### src/rtl/knob_adj_pkg.sv
`timescale 1ns/1ps
package knob_adj_pkg;
  localparam int unsigned KNOB_W     = 16;
  localparam int unsigned KNOB_SHIFT = 3;

  typedef enum logic [1:0] {
    STEP_NONE = 2'd0,
    STEP_UP   = 2'd1,
    STEP_DOWN = 2'd2
  } step_kind_e;
endpackage

### src/rtl/knob_step_size.sv
`timescale 1ns/1ps
module knob_step_size #(
  parameter int unsigned W  = 16,
  parameter int unsigned SH = 3
) (
  input  logic [W-1:0] cur,
  input  logic         fast,
  output logic [W-1:0] amount
);
  localparam logic [W-1:0] ONE = {{(W-1){1'b0}}, 1'b1};

  logic [W-1:0] scaled;

  generate
    if (SH >= W) begin : g_all_shifted_out
      assign scaled = '0;
    end else begin : g_shift
      assign scaled = cur >> SH;
    end
  endgenerate

  always_comb begin
    amount = ONE;
    if (fast && (scaled != '0)) amount = scaled;
  end
endmodule

### src/rtl/knob_sat_addsub.sv
`timescale 1ns/1ps
module knob_sat_addsub #(
  parameter int unsigned W = 16
) (
  input  logic [W-1:0] base,
  input  logic [W-1:0] delta,
  input  logic         up,
  output logic [W-1:0] result
);
  localparam logic [W-1:0] TOP = '1;

  logic [W:0] wide;

  always_comb begin
    if (up) begin
      wide   = {1'b0, base} + {1'b0, delta};
      result = wide[W] ? TOP : wide[W-1:0];
    end else begin
      wide   = {1'b0, base} - {1'b0, delta};
      result = wide[W] ? '0 : wide[W-1:0];
    end
  end
endmodule

### src/rtl/knob_value_adj.sv
`timescale 1ns/1ps
module knob_value_adj #(
  parameter int unsigned W  = knob_adj_pkg::KNOB_W,
  parameter int unsigned SH = knob_adj_pkg::KNOB_SHIFT
) (
  input  logic         clk,
  input  logic         rst_n,
  input  logic         step_valid,
  input  logic         dir,
  input  logic         fast,
  output logic [W-1:0] value
);
  import knob_adj_pkg::*;

  step_kind_e   kind;
  logic [W-1:0] amount;
  logic [W-1:0] moved;
  logic [W-1:0] next_value;

  always_comb begin
    if (!step_valid) kind = STEP_NONE;
    else if (dir)    kind = STEP_UP;
    else             kind = STEP_DOWN;
  end

  knob_step_size #(.W(W), .SH(SH)) u_size (
    .cur    (value),
    .fast   (fast),
    .amount (amount)
  );

  knob_sat_addsub #(.W(W)) u_sat (
    .base   (value),
    .delta  (amount),
    .up     (kind == STEP_UP),
    .result (moved)
  );

  always_comb begin
    case (kind)
      STEP_UP, STEP_DOWN: next_value = moved;
      default:            next_value = value;
    endcase
  end

  always_ff @(posedge clk or negedge rst_n) begin
    if (!rst_n) value <= '0;
    else        value <= next_value;
  end
endmodule

### config.mk
export PLATFORM = sky130hd
export DESIGN_NAME = knob_value_adj
export DESIGN_NICKNAME = d
export VERILOG_FILES = /design/src/rtl/knob_adj_pkg.sv /design/src/rtl/knob_step_size.sv /design/src/rtl/knob_sat_addsub.sv /design/src/rtl/knob_value_adj.sv
export SDC_FILE = /design/constraint.sdc
export NUM_CORES = 1
export LEC_CHECK = 0
export BUFFER_PORTS_ARGS = -buffer_cell sky130_fd_sc_hd__buf_2
export CAP_MARGIN = 20
export CELL_PAD_IN_SITES_DETAIL_PLACEMENT = 0
export CELL_PAD_IN_SITES_GLOBAL_PLACEMENT = 1
export CORE_AREA = 2 2 75 77
export DETAILED_ROUTE_END_ITERATION = 7
export DIE_AREA = 0 0 77 79
export GPL_ROUTABILITY_DRIVEN = 0
export PLACE_DENSITY = 0.89
export SYNTH_ARGS = -nofsm -noshare
export SYNTH_HDL_FRONTEND = slang
export SYNTH_SLANG_ARGS = --single-unit
### constraint.sdc
create_clock -name clk -period 5.4 [get_ports clk]
set_clock_uncertainty 0.1 [all_clocks]
set_input_delay 1.08 -clock clk [delete_from_list [all_inputs] [get_ports clk]]
set_output_delay 1.08 -clock clk [all_outputs]
set_load 0.02 [all_outputs]
* Word level (Yosys, flattened, before mapping) *
Index checks and enable logic that the tools add are counted.

operators by class
  multiply operators = 0
  eq/ne operators = 2
  reductions and logical operators = 3
  $add $sub $neg = 2
  order comparisons = 0
  muxes and demuxes = 6
  div/mod/pow operators = 0
  shift operators = 0
  bitwise logic cells = 0

operators by type and width
  operator              count
  $mux W16              3
  $add A16 B13 Y17      1
  $sub A16 B13 Y17      1
  $reduce_bool A16 Y1   1
  $mux W13              1
  $mux W2               2
  $eq A2 B1 Y1 const B  1
  $eq A2 B2 Y1 const B  1
  $reduce_or A2 Y1      1
  $logic_and A1 B1 Y1   1

word-level totals
  latch bits = 0
  register bits after elaboration = 16
  memory bits (read-only) = 0
  memories = 0
  logic and storage cells = 14
  memory bits (writable) = 0

* Depth between registers and ports, before layout *
Gate-level depths: netlist (run 1).

  word-level depth = 6
  gate-level depth with buffers = 14
  depth with buffers taken out = 14

* Cells and area by module *
Synthesis (run 1) repeated with hierarchy kept, for this count alone.

second synthesis, totals
  cells, all modules = 342
  area total of the unflattened synthesis = 2778.9 um^2

by module, submodules not included
  module           sequential area each (um^2)  cells an instance  instances  area each (um^2)
  knob_sat_addsub  0.0                          284                1          1973.1
  knob_value_adj   400.4                        35                 1          653.1
  knob_step_size   0.0                          23                 1          152.6

* Worst setup path before layout (run 1) *
No wires, ideal clock.

  kind = input port to flip-flop
  start = input fast
  end = register value[8]
  buffers on the path = 2
  setup slack = 1.732 ns
  library setup time = 0.123 ns
  data arrival time = 3.445 ns
  cell stages on the path = 12
  required time = 5.177 ns
  cells stage by stage = clkbuf_1 nand3b_1 ha_1 fa_1 nor2b_1 o31a_1 o41ai_1 o211a_2 buf_6 nand2_2 a221oi_2 nor2_1

on the way
  word-level cells in the longest chain between the ends = 5
  elaborated cells on any way between the ends = 7
  those cells by class = 2 x add/sub; 4 x mux; 1 x reduce/logical

RTL lines
  what                                                  line                                          text
  start: declaration                                    knob_value_adj.sv:10                          input logic fast,
  $logic_and A1 B1 Y1 *                                 knob_step_size.sv:24                          if (fast && (scaled != '0)) amount = scaled;
  $mux W13 *                                            knob_step_size.sv:24
  $sub A16 B13 Y17 or $add A16 B13 Y17 (tied branches)  knob_sat_addsub.sv:19, knob_sat_addsub.sv:16
  $mux W16 (on tied branches)                           knob_sat_addsub.sv:20, knob_sat_addsub.sv:17
  $mux W16 *                                            knob_sat_addsub.sv:15                         if (up) begin
  end signal: assignment                                knob_value_adj.sv:48                          else value <= next_value;
  end: declaration                                      knob_value_adj.sv:11                          output logic [W-1:0] value

Mark *: on every way between the ends. The rest lies on a longest branch, timed or not.
A chain may end at the register's enable or synchronous reset.

* Final worst setup path (run 1) *
  start = input fast
  end = register value[0]

The elaborated chain is that of the path after synthesis.

==> results of run 1 <==
[final cells by class]
| class | count | area [um^2] |
|---|---|---|
| fill | 577 | 2710 |
| multi-input combinational | 252 | 1880 |
| sequential | 16 | 400 |
| inverter | 28 | 105 |
| timing repair buffer | 20 | 100 |
| tap | 72 | 90.1 |
| clock buffer | 4 | 55.1 |
[kinds of logic after synthesis]
family | synth area share, %
AO/OA/AOI/OAI | 30.8
flip-flops | 16.2
XOR/XNOR | 4.61
buffers and inverters | 7.80
multiplexers | 2.08
AND/OR/NAND/NOR | 21.7
adder cells (fa/ha/maj) | 16.8
[metal layers]
layer | vias to the layer above | GRT usage, % | wire length (um)
met3 | 18 | 3.86 | 435
met4 | 0 | 8.21 | 211
met1 | 1196 | 34.5 | 3260
li1 | 1160 | - | -
met5 | - | 0 | 0
met2 | 84 | 41.5 | 3380
[critical path, cell delays in order]
cell      delay [ns]
buf_2           0.26
nand3b_1        0.18
ha_1            0.24
fa_1            0.39
nor2b_1         0.18
o31a_1          0.29
o41ai_1         0.32
o211a_2         0.50
nand2b_4        0.23
a32oi_1         0.06
mux2_2          0.28
[per-stage QoR]
step | setup WS, ns | util (%) | cells
floorplan | 1.73 | - | 312
global placement | 1.19 | 48.2 | 388
detailed placement | 1.15 | 48.2 | 388
CTS | 1.44 | 49.2 | 392
global route | 1.15 | 49.2 | 392
finish | 1.43 | 49.2 | 392
[worst paths after layout]
| check | start | endpoint | slack (ns) | cells after the start |
|---|---|---|---|---|
| worst min-delay path | value[2] | value[2] | 0.49 | 2 |
| worst min register to register | value[2] | value[2] | 0.49 | 2 |
| worst max-delay path | fast | value[0] | 1.43 | 11 |
| worst max register to register | value[9] | value[10] | 1.45 | 14 |
| min in group asynchronous | rst_n | value[11] | 0.64 | 1 |
| max in group asynchronous | rst_n | value[3] | 4.26 | 1 |
[synth_stat cells, drive strengths merged (2+ instances only)]
master / instances / share of area (%)
a22o: 3 / 1.1
nor4: 4 / 1.6
o221ai: 2 / 0.71
inv: 27 / 4.1
or4: 2 / 0.61
and2: 2 / 0.51
a31oi: 7 / 1.8
a311oi: 3 / 1.3
nand4: 4 / 1.0
nor2: 27 / 4.4
dfrtp: 16 / 16
mux2i: 4 / 1.6
a211oi: 3 / 0.91
fa: 2 / 1.6
or3b: 2 / 0.71
o31a: 2 / 0.71
o311a: 2 / 0.81
a31o: 4 / 1.4
a21boi: 2 / 0.76
nor2b: 4 / 1.0
nand2: 29 / 4.5
clkbuf: 8 / 1.2
o21ai: 8 / 2.1
a221o: 4 / 1.6
xnor2: 10 / 3.5
o21a: 2 / 0.61
nand3: 6 / 1.2
o311ai: 2 / 0.71
or3: 2 / 0.71
a32oi: 2 / 0.71
ha: 30 / 15
a21o: 7 / 2.1
o21bai: 4 / 1.2
o211ai: 6 / 2.0
xor2: 3 / 1.1
and3: 2 / 0.51
buf: 8 / 2.3
nand2b: 6 / 1.8
a221oi: 5 / 2.0
o31ai: 4 / 1.4
a21oi: 21 / 4.3
nor3: 9 / 2.2
==> impl_metrics.ini, run 1 <==
[yosys]
synth_cells = 312
async_flop_share_pct = 100
ys_seq_elements = 16
synth_cell_types = 71
synth_area_mm2 = 0.00247
synth_flop_cell = dfrtp_1
seq_area_frac_synth_pct = 16.2
yosysWarnings = 0
synth_nets = 349
postSynthAreaPerCell_um2 = 7.92
synth_edf_count = 0

[critical_path]
critPathArrivalTime_ns = 4.02
cp_max_fo = 14
endpoint_kind = flop
critPathRequiredTime_ns = 5.46
crit_type = in -> reg
critPathLaunchType = primary input

[floorplanning]
die_w_um = 77
io_pins = 21
die_h_um = 79
row_count = 27
die_area_mm2 = 0.00608
core_area_mm2 = 0.00534
initial_core_util_pct = 46.3

[clock_network]
cts_max_level = 1
cts_setup_buffers = 0
clockBufferDepth = 2
hold_buffers = 0
cts_tree = done
postCtsResizedCells = 0
path_clk_slew_ns = 0.08
clock_latency_ns = 0.26
clkSinkCount = 16
cts_root_buf = clkbuf_8
numCtsBuffers = 3

[grt]
grt_pass1_vias = 2419
grt_max_degree = 21
grt_overflow_total = 0
grtUsageTotal_pct = 25.4
grt_antenna_before_repair = 0
grt_pass1_wl_um = 12400

[final_layout]
largest-register = value
top_regs = value x16
antennaDiodeCount = 0
area_delta_synth_final_pct = 6.38
final_cell_mix = ha_1 (30), nand2_1 (28), inv_1 (26), nor2_1 (26), a21oi_1 (21)
largest_reg_flops = 16
layout_commonest_cell = ha_1
drive_gt1_share_pct = 13.4
layout.cell_area.non_filler_mm2 = 0.00263
finalNetCount = 358

[route]
routed_via_density = 6.27
drtAntennaViolNets = 0
routed_wl_um = 7280
wl_per_cell_um = 18.6
vias = 2458
drt_pass1_iterations = 4
drt_iter0_drc = 192
drc = 0

[timing]
max_freq_mhz = 252
whs_ns = 0.493
finalMaxSlewViolations = 0
worstMarginPinSlew_ns = 0.625
setup_viol = 0
min_period_over_period_pct = 73.4
hold_viol_final = 0
period_minus_slack_ns = 3.97
fin_tns_setup_ns = 0
slew_headroom_pct = 58.0
rsz0062_at_grt = false

[placed_design]
port_buffers = 20
postPlaceCellArea_mm2 = 0.00257
place.detailed.hpwl_um = 5520

[worst_hold_path]
hp-class = reg -> reg

[outcome]
run_status = completed

[flow_run]
cap_violations = 0
Power of run 1 is left out: the tool's default activity adds up to more than one toggle a clock period on the data nets, which glitch-free logic cannot reach.
==> run 2, diff against run 1 <==
--- a/config.mk
+++ b/config.mk
@@ -5,15 +5,16 @@
 export SDC_FILE = /design/constraint.sdc
 export NUM_CORES = 1
 export LEC_CHECK = 0
+export ABC_AREA = 1
 export BUFFER_PORTS_ARGS = -buffer_cell sky130_fd_sc_hd__buf_2
 export CAP_MARGIN = 20
 export CELL_PAD_IN_SITES_DETAIL_PLACEMENT = 0
 export CELL_PAD_IN_SITES_GLOBAL_PLACEMENT = 1
-export CORE_AREA = 2 2 75 77
+export CORE_AREA = 2 2 91 93
 export DETAILED_ROUTE_END_ITERATION = 7
-export DIE_AREA = 0 0 77 79
+export DIE_AREA = 0 0 93 95
 export GPL_ROUTABILITY_DRIVEN = 0
-export PLACE_DENSITY = 0.89
+export PLACE_DENSITY = 0.83
 export SYNTH_ARGS = -nofsm -noshare
 export SYNTH_HDL_FRONTEND = slang
 export SYNTH_SLANG_ARGS = --single-unit
==> constraint.sdc (replaced) <==
create_clock -name clk -period 3.4 [get_ports clk]
set_clock_uncertainty 0.1 [all_clocks]
set_input_delay 0.68 -clock clk [delete_from_list [all_inputs] [get_ports clk]]
set_output_delay 0.68 -clock clk [all_outputs]
set_load 0.02 [all_outputs]
==> run 2 against run 1 <==
  * Register-to-register slack got worse by 1.1 ns
  * Utilization decreased by 7.9 points
  * Sequential cell count unchanged
  * Via count increased by 28%
  * Highest routed layer unchanged
  * Die area increased by 45%
  * Largest cell class unchanged
  * Setup slack got worse by 1.1 ns
  * Critical path depth increased by 6
  * Global-route usage decreased by 4.2 points
==> impl_metrics.ini, run 2 <==
[timing]
rsz0062_at_grt = false
min_period_over_period_pct = 90.1
finalMaxSlewViolations = 0
hold_viol_final = 0
max_freq_mhz = 326
worstMarginPinSlew_ns = 0.462
fin_tns_setup_ns = 0
period_minus_slack_ns = 3.06
slew_headroom_pct = 69.1
setup_viol = 0

[floorplanning]
io_pins = 21
row_count = 33
initial_core_util_pct = 37.7
die_h_um = 95
die_w_um = 93
core_area_mm2 = 0.00793
die_area_mm2 = 0.00884

[yosys]
seq_area_frac_synth_pct = 13.4
synth_edf_count = 0
synth_most_common_cell = nand2_1
postSynthAreaPerCell_um2 = 5.78
synth_area_leader_cell = nand2_1
synth_flop_cell = dfrtp_1
async_flop_share_pct = 100
synthTopCellsByArea = nand2_1 (24%), dfrtp_1 (13%), ha_1 (13%)
yosysTopAreaCellShare_pct = 23.6
synth_nets = 554
synthTopCellsByCount = nand2_1 (188), inv_1 (89), nor2_1 (50)
yosysWarnings = 0
synth_cells = 517
synth_cell_types = 39
ys_seq_elements = 16
synth_area_mm2 = 0.00299

[clock_network]
cts_root_buf = clkbuf_8
hold_buffers = 0
clock_latency_ns = 0.26
cts_tree = done
path_clk_slew_ns = 0.07
numCtsBuffers = 3
cts_max_level = 1
clkSinkCount = 16
clockBufferDepth = 2

[final_layout]
largest-register = value
largest_reg_flops = 16
layout.cell_area.non_filler_mm2 = 0.00328
utilization_pct = 41.4
finalNetCount = 579
area_delta_synth_final_pct = 9.89
layout_commonest_cell = nand2_1
final_cell_mix = nand2_1 (188), inv_1 (89), nor2_1 (50)
antennaDiodeCount = 0
drive_gt1_share_pct = 14.6
top_regs = value x16

[placed_design]
port_buffers = 20
place.detailed.hpwl_um = 7400
postPlaceCellArea_mm2 = 0.00320

[grt]
grt_max_degree = 22
grt_pass1_wl_um = 14700
grt_overflow_total = 0
grtUsageTotal_pct = 21.2
grt_pass1_vias = 2922
grt_antenna_before_repair = 0

[outcome]
run_status = completed

[route]
wl_per_cell_um = 13.9
drt_iter0_drc = 218
vias = 3139
routed_via_density = 4.86
routed_wl_um = 8960
drt_pass1_iterations = 5
drtAntennaViolNets = 0
drc = 0

[critical_path]
crit_type = reg -> reg
r2r-start = value[9]
cp_slowest_cell = fa_1
cp_max_fo = 7
path_buf_inv = 3
critPathRequiredTime_ns = 3.44
reg2reg_to = value[14]
crit_family = simple AND/OR/NAND/NOR gates
reg2reg_slack_ns = 0.34
critPathArrivalTime_ns = 3.11
critical-path-max-stage-delay_ns = 0.43
endpoint_kind = flop
path_cells = nor4_2 > nand4_1 > nand2_1 > inv_2 > nand2_1 > inv_1 > fa_1 > nand2_1 > nand2_1 > and2_4 > nand2_4 > nand2_4 > a21oi_4 > buf_12 > nand3_1 > nand2_1 > a21oi_1
crit_top_cell = nand2_1
ff2ff_path_depth = 17
critPathLaunchType = flop

[flow_run]
cap_violations = 0

[worst_hold_path]
hp-class = in -> async
## run 2: cell types whose count changed after synthesis, sizes merged, moves of 5 or more
cell and change:
xor2 +6, xnor2 -8, nand3 +29, clkbuf -7
nor2 +27, a31oi -6, o211ai -5, a221oi -5
nand2 +177, nand2b -6, a21o -7, inv +66
## run 2: worst max-delay path by stage
stage                end  startpoint  depth (start not counted)
6_report       value[14]    value[9]                         17
5_1_grt         value[7]    value[9]                         20
4_1_cts         value[2]    value[5]                         18
3_5_place_dp    value[2]    value[5]                         18
3_3_place_gp    value[2]    value[3]                         19
2_1_floorplan   value[3]   value[15]                         19
## run 2: stage by stage
step | setup WS, ns | cells | hold WS (ns)
detailed placement | 0.132 | 641 | 0.520
floorplan | 0.418 | 517 | 0.284
CTS | 0.0989 | 645 | 0.250
global placement | 0.182 | 641 | 0.479
global route | 0.0948 | 646 | 0.270
finish | 0.336 | 646 | 0.240
## run 2: layout make-up
cell class	instances	area, um^2
fill	898	4650
multi-input combinational	393	2120
sequential	16	400
inverter	95	364
timing repair buffer	33	210
tap	105	131
clock buffer	4	55.1
## run 2: worst reg2reg max path: cells and delay by family, from the launching register on
kind	cells	cell delay, ns
flops	1	0.40
simple gates	11	1.35
fa+ha+maj	1	0.43
compound gates	2	0.35
buf+inv	3	0.33
## run 2: timing repair
item,4_1_cts,5_1_grt
buffers inserted,0,1
endpoints found under the setup margin,0,15
gates resized for setup,0,3
## run 2: cells by family (layout without fill, tap and decap cells)
| group | after synthesis | in the layout | synth area share (%) |
|---|---|---|---|
| adders and majority gates | 32 | 32 | 13.9 |
| AOI/OAI and AO/OA | 33 | 33 | 6.87 |
| buffers and inverters | 108 | 132 | 16.0 |
| xor gates and xnor gates | 11 | 11 | 3.23 |
| DFF | 16 | 16 | 13.4 |
| and+or+nand+nor | 317 | 317 | 46.6 |
## run 2: per-layer routing
metal / up-vias / wire [um] / GRT usage (%)
li1: 1616 / - / -
met5: - / 0 / 0
met4: 0 / 69 / 5.15
met3: 5 / 433 / 0.559
met2: 91 / 4130 / 34.1
met1: 1427 / 4330 / 31.3
Power of run 2 is left out for the same reason.
==> run 3, diff against run 2 <==
--- a/config.mk
+++ b/config.mk
@@ -5,16 +5,17 @@
 export SDC_FILE = /design/constraint.sdc
 export NUM_CORES = 1
 export LEC_CHECK = 0
-export ABC_AREA = 1
 export BUFFER_PORTS_ARGS = -buffer_cell sky130_fd_sc_hd__buf_2
 export CAP_MARGIN = 20
 export CELL_PAD_IN_SITES_DETAIL_PLACEMENT = 0
 export CELL_PAD_IN_SITES_GLOBAL_PLACEMENT = 1
-export CORE_AREA = 2 2 91 93
+export CORE_AREA = 2 2 81 83
+export CTS_CLUSTER_SIZE = 10
 export DETAILED_ROUTE_END_ITERATION = 7
-export DIE_AREA = 0 0 93 95
+export DIE_AREA = 0 0 83 85
 export GPL_ROUTABILITY_DRIVEN = 0
-export PLACE_DENSITY = 0.83
+export PLACE_DENSITY = 0.82
+export SETUP_SLACK_MARGIN = 0.4
 export SYNTH_ARGS = -nofsm -noshare
 export SYNTH_HDL_FRONTEND = slang
 export SYNTH_SLANG_ARGS = --single-unit
==> run 3 against run 2 <==
  * The run now ends with setup timing left
  * Setup slack worse by 0.50 ns
  * Die area is 20% lower
  * Wire length decreased by 8.0%
  * Non-clock buffer count rose by 39
  * Global-route usage up 2.4 points
  * Critical endpoint is now value[10]
==> impl_metrics.ini, run 3 (synthesis results as in run 1) <==
[critical_path]
critPathLaunchType = flop
crit_family = compound AO/OA/AOI/OAI gates
cp_max_fo = 4
endpoint_kind = flop
critPathRequiredTime_ns = 3.45
cp_slowest_cell = or4_4
r2r-start = value[9]
critical-path-max-stage-delay_ns = 0.55
path_buf_inv = 1
crit_type = reg -> reg
path_cells = or4_4 > nor4_4 > nand4_1 > nand3b_1 > ha_2 > inv_2 > fa_2 > a21o_1 > a311oi_4 > nor3_4 > o21ai_4 > a21oi_2 > a221o_1 > a21o_1
crit_top_cell = a21o_1
critPathArrivalTime_ns = 3.61
cp-startpoint = value[9]

[clock_network]
clock_latency_ns = 0.25
numCtsBuffers = 3
cts_tree = done
hold_buffers = 0
clkSinkCount = 16
cts_max_level = 1
clockBufferDepth = 2
cts_root_buf = clkbuf_8
path_clk_slew_ns = 0.07

[floorplanning]
die_area_mm2 = 0.00706
die_w_um = 83
die_h_um = 85
io_pins = 21
row_count = 29
core_area_mm2 = 0.00620
initial_core_util_pct = 39.8

[timing]
rsz0062_at_grt = true
finalMaxSlewViolations = 0
period_minus_slack_ns = 3.56
slew_headroom_pct = 58.7
whs_ns = 0.258
hold_viol_final = 0
max_freq_mhz = 281
fin_ws_ns = -0.164
min_period_over_period_pct = 105
worstMarginPinSlew_ns = 0.614
setup_viol = 14

[grt]
grt_pass1_vias = 2570
grt_max_degree = 21
grt_pass1_wl_um = 13500
grt_antenna_before_repair = 0
grtUsageTotal_pct = 23.5
grt_overflow_total = 0

[route]
vias = 2641
drtAntennaViolNets = 0
drc = 0
wl_per_cell_um = 18.4
routed_via_density = 5.88
drt_iter0_drc = 192
drt_pass1_iterations = 4
routed_wl_um = 8240

[final_layout]
largest-register = value
largest_reg_flops = 16
antennaDiodeCount = 0
area_delta_synth_final_pct = 29.0
layout_commonest_cell = buf_4
top_regs = value x16
final_cell_mix = buf_4 (47), ha_1 (28), nand2_1 (27)
fillers = 587
finalNetCount = 410
layout.cell_area.non_filler_mm2 = 0.00319
drive_gt1_share_pct = 32.5

[flow_run]
cap_violations = 0

[outcome]
run_status = complete, but fails checks
violations = setup timing

[placed_design]
port_buffers = 20
place.detailed.hpwl_um = 6330
postPlaceCellArea_mm2 = 0.00292

[worst_hold_path]
hp-class = in -> async
-- run 3: cell types whose count changed in the layout (fill, tap and decap cells not counted), moves of 7 or more --
| cell | delta |
|---|---|
| nand2_1 | -161 |
| inv_1 | -64 |
| buf_4 | +35 |
| nand3_1 | -29 |
| nor2_1 | -24 |
| nand2_2 | -10 |
| xnor2_1 | +8 |
| a21o_1 | +7 |
-- run 3: repair_timing --
item,in CTS,in global routing
gates resized for setup,11,20
setup buffers,5,5
gates cloned,0,0
setup endpoints to repair,16,16
pin swaps,11,14
-- run 3: metrics by stage --
stage	worst slack (ns)	instances	util, %	TNS, ns
floorplan	-0.0219	312	-	-0.0219
global placement	-0.0426	435	47.1	-0.143
detailed placement	-0.167	435	47.1	-1.13
CTS	-0.133	444	49.2	-0.824
global route	-0.329	449	51.4	-4.01
finish	-0.164	449	51.4	-1.32
-- run 3: cell type report --
type | count | area (um^2) | share of cell area [%]
clock buffer | 4 | 45.0 | 1.41
multi-input combinational | 252 | 2030 | 63.6
timing repair buffer | 72 | 509 | 16.0
inverter | 28 | 105 | 3.30
sequential | 16 | 404 | 12.7
tap | 77 | 96.3 | 3.02
-- run 3: worst paths after layout --
check / end / slack (ns) / depth (start not counted)
setup reg to reg: value[10] / -0.16 / 14
hold / removal: value[12] / 0.26 / 1
hold reg to reg: value[2] / 0.50 / 2
min in group clk: value[2] / 0.50 / 2
setup / recovery: value[10] / -0.16 / 14
max in group asynchronous: value[13] / 2.61 / 1
-- run 3: metal layers --
layer | global-route usage (%) | up-vias | part of all wire [%]
met3 | 3.60 | 18 | 6.4
met2 | 38.8 | 89 | 46
met5 | 0 | - | 0
met4 | 5.96 | 0 | 2.9
met1 | 32.5 | 1255 | 45
li1 | - | 1279 | -
Power of run 3 is left out for the same reason.
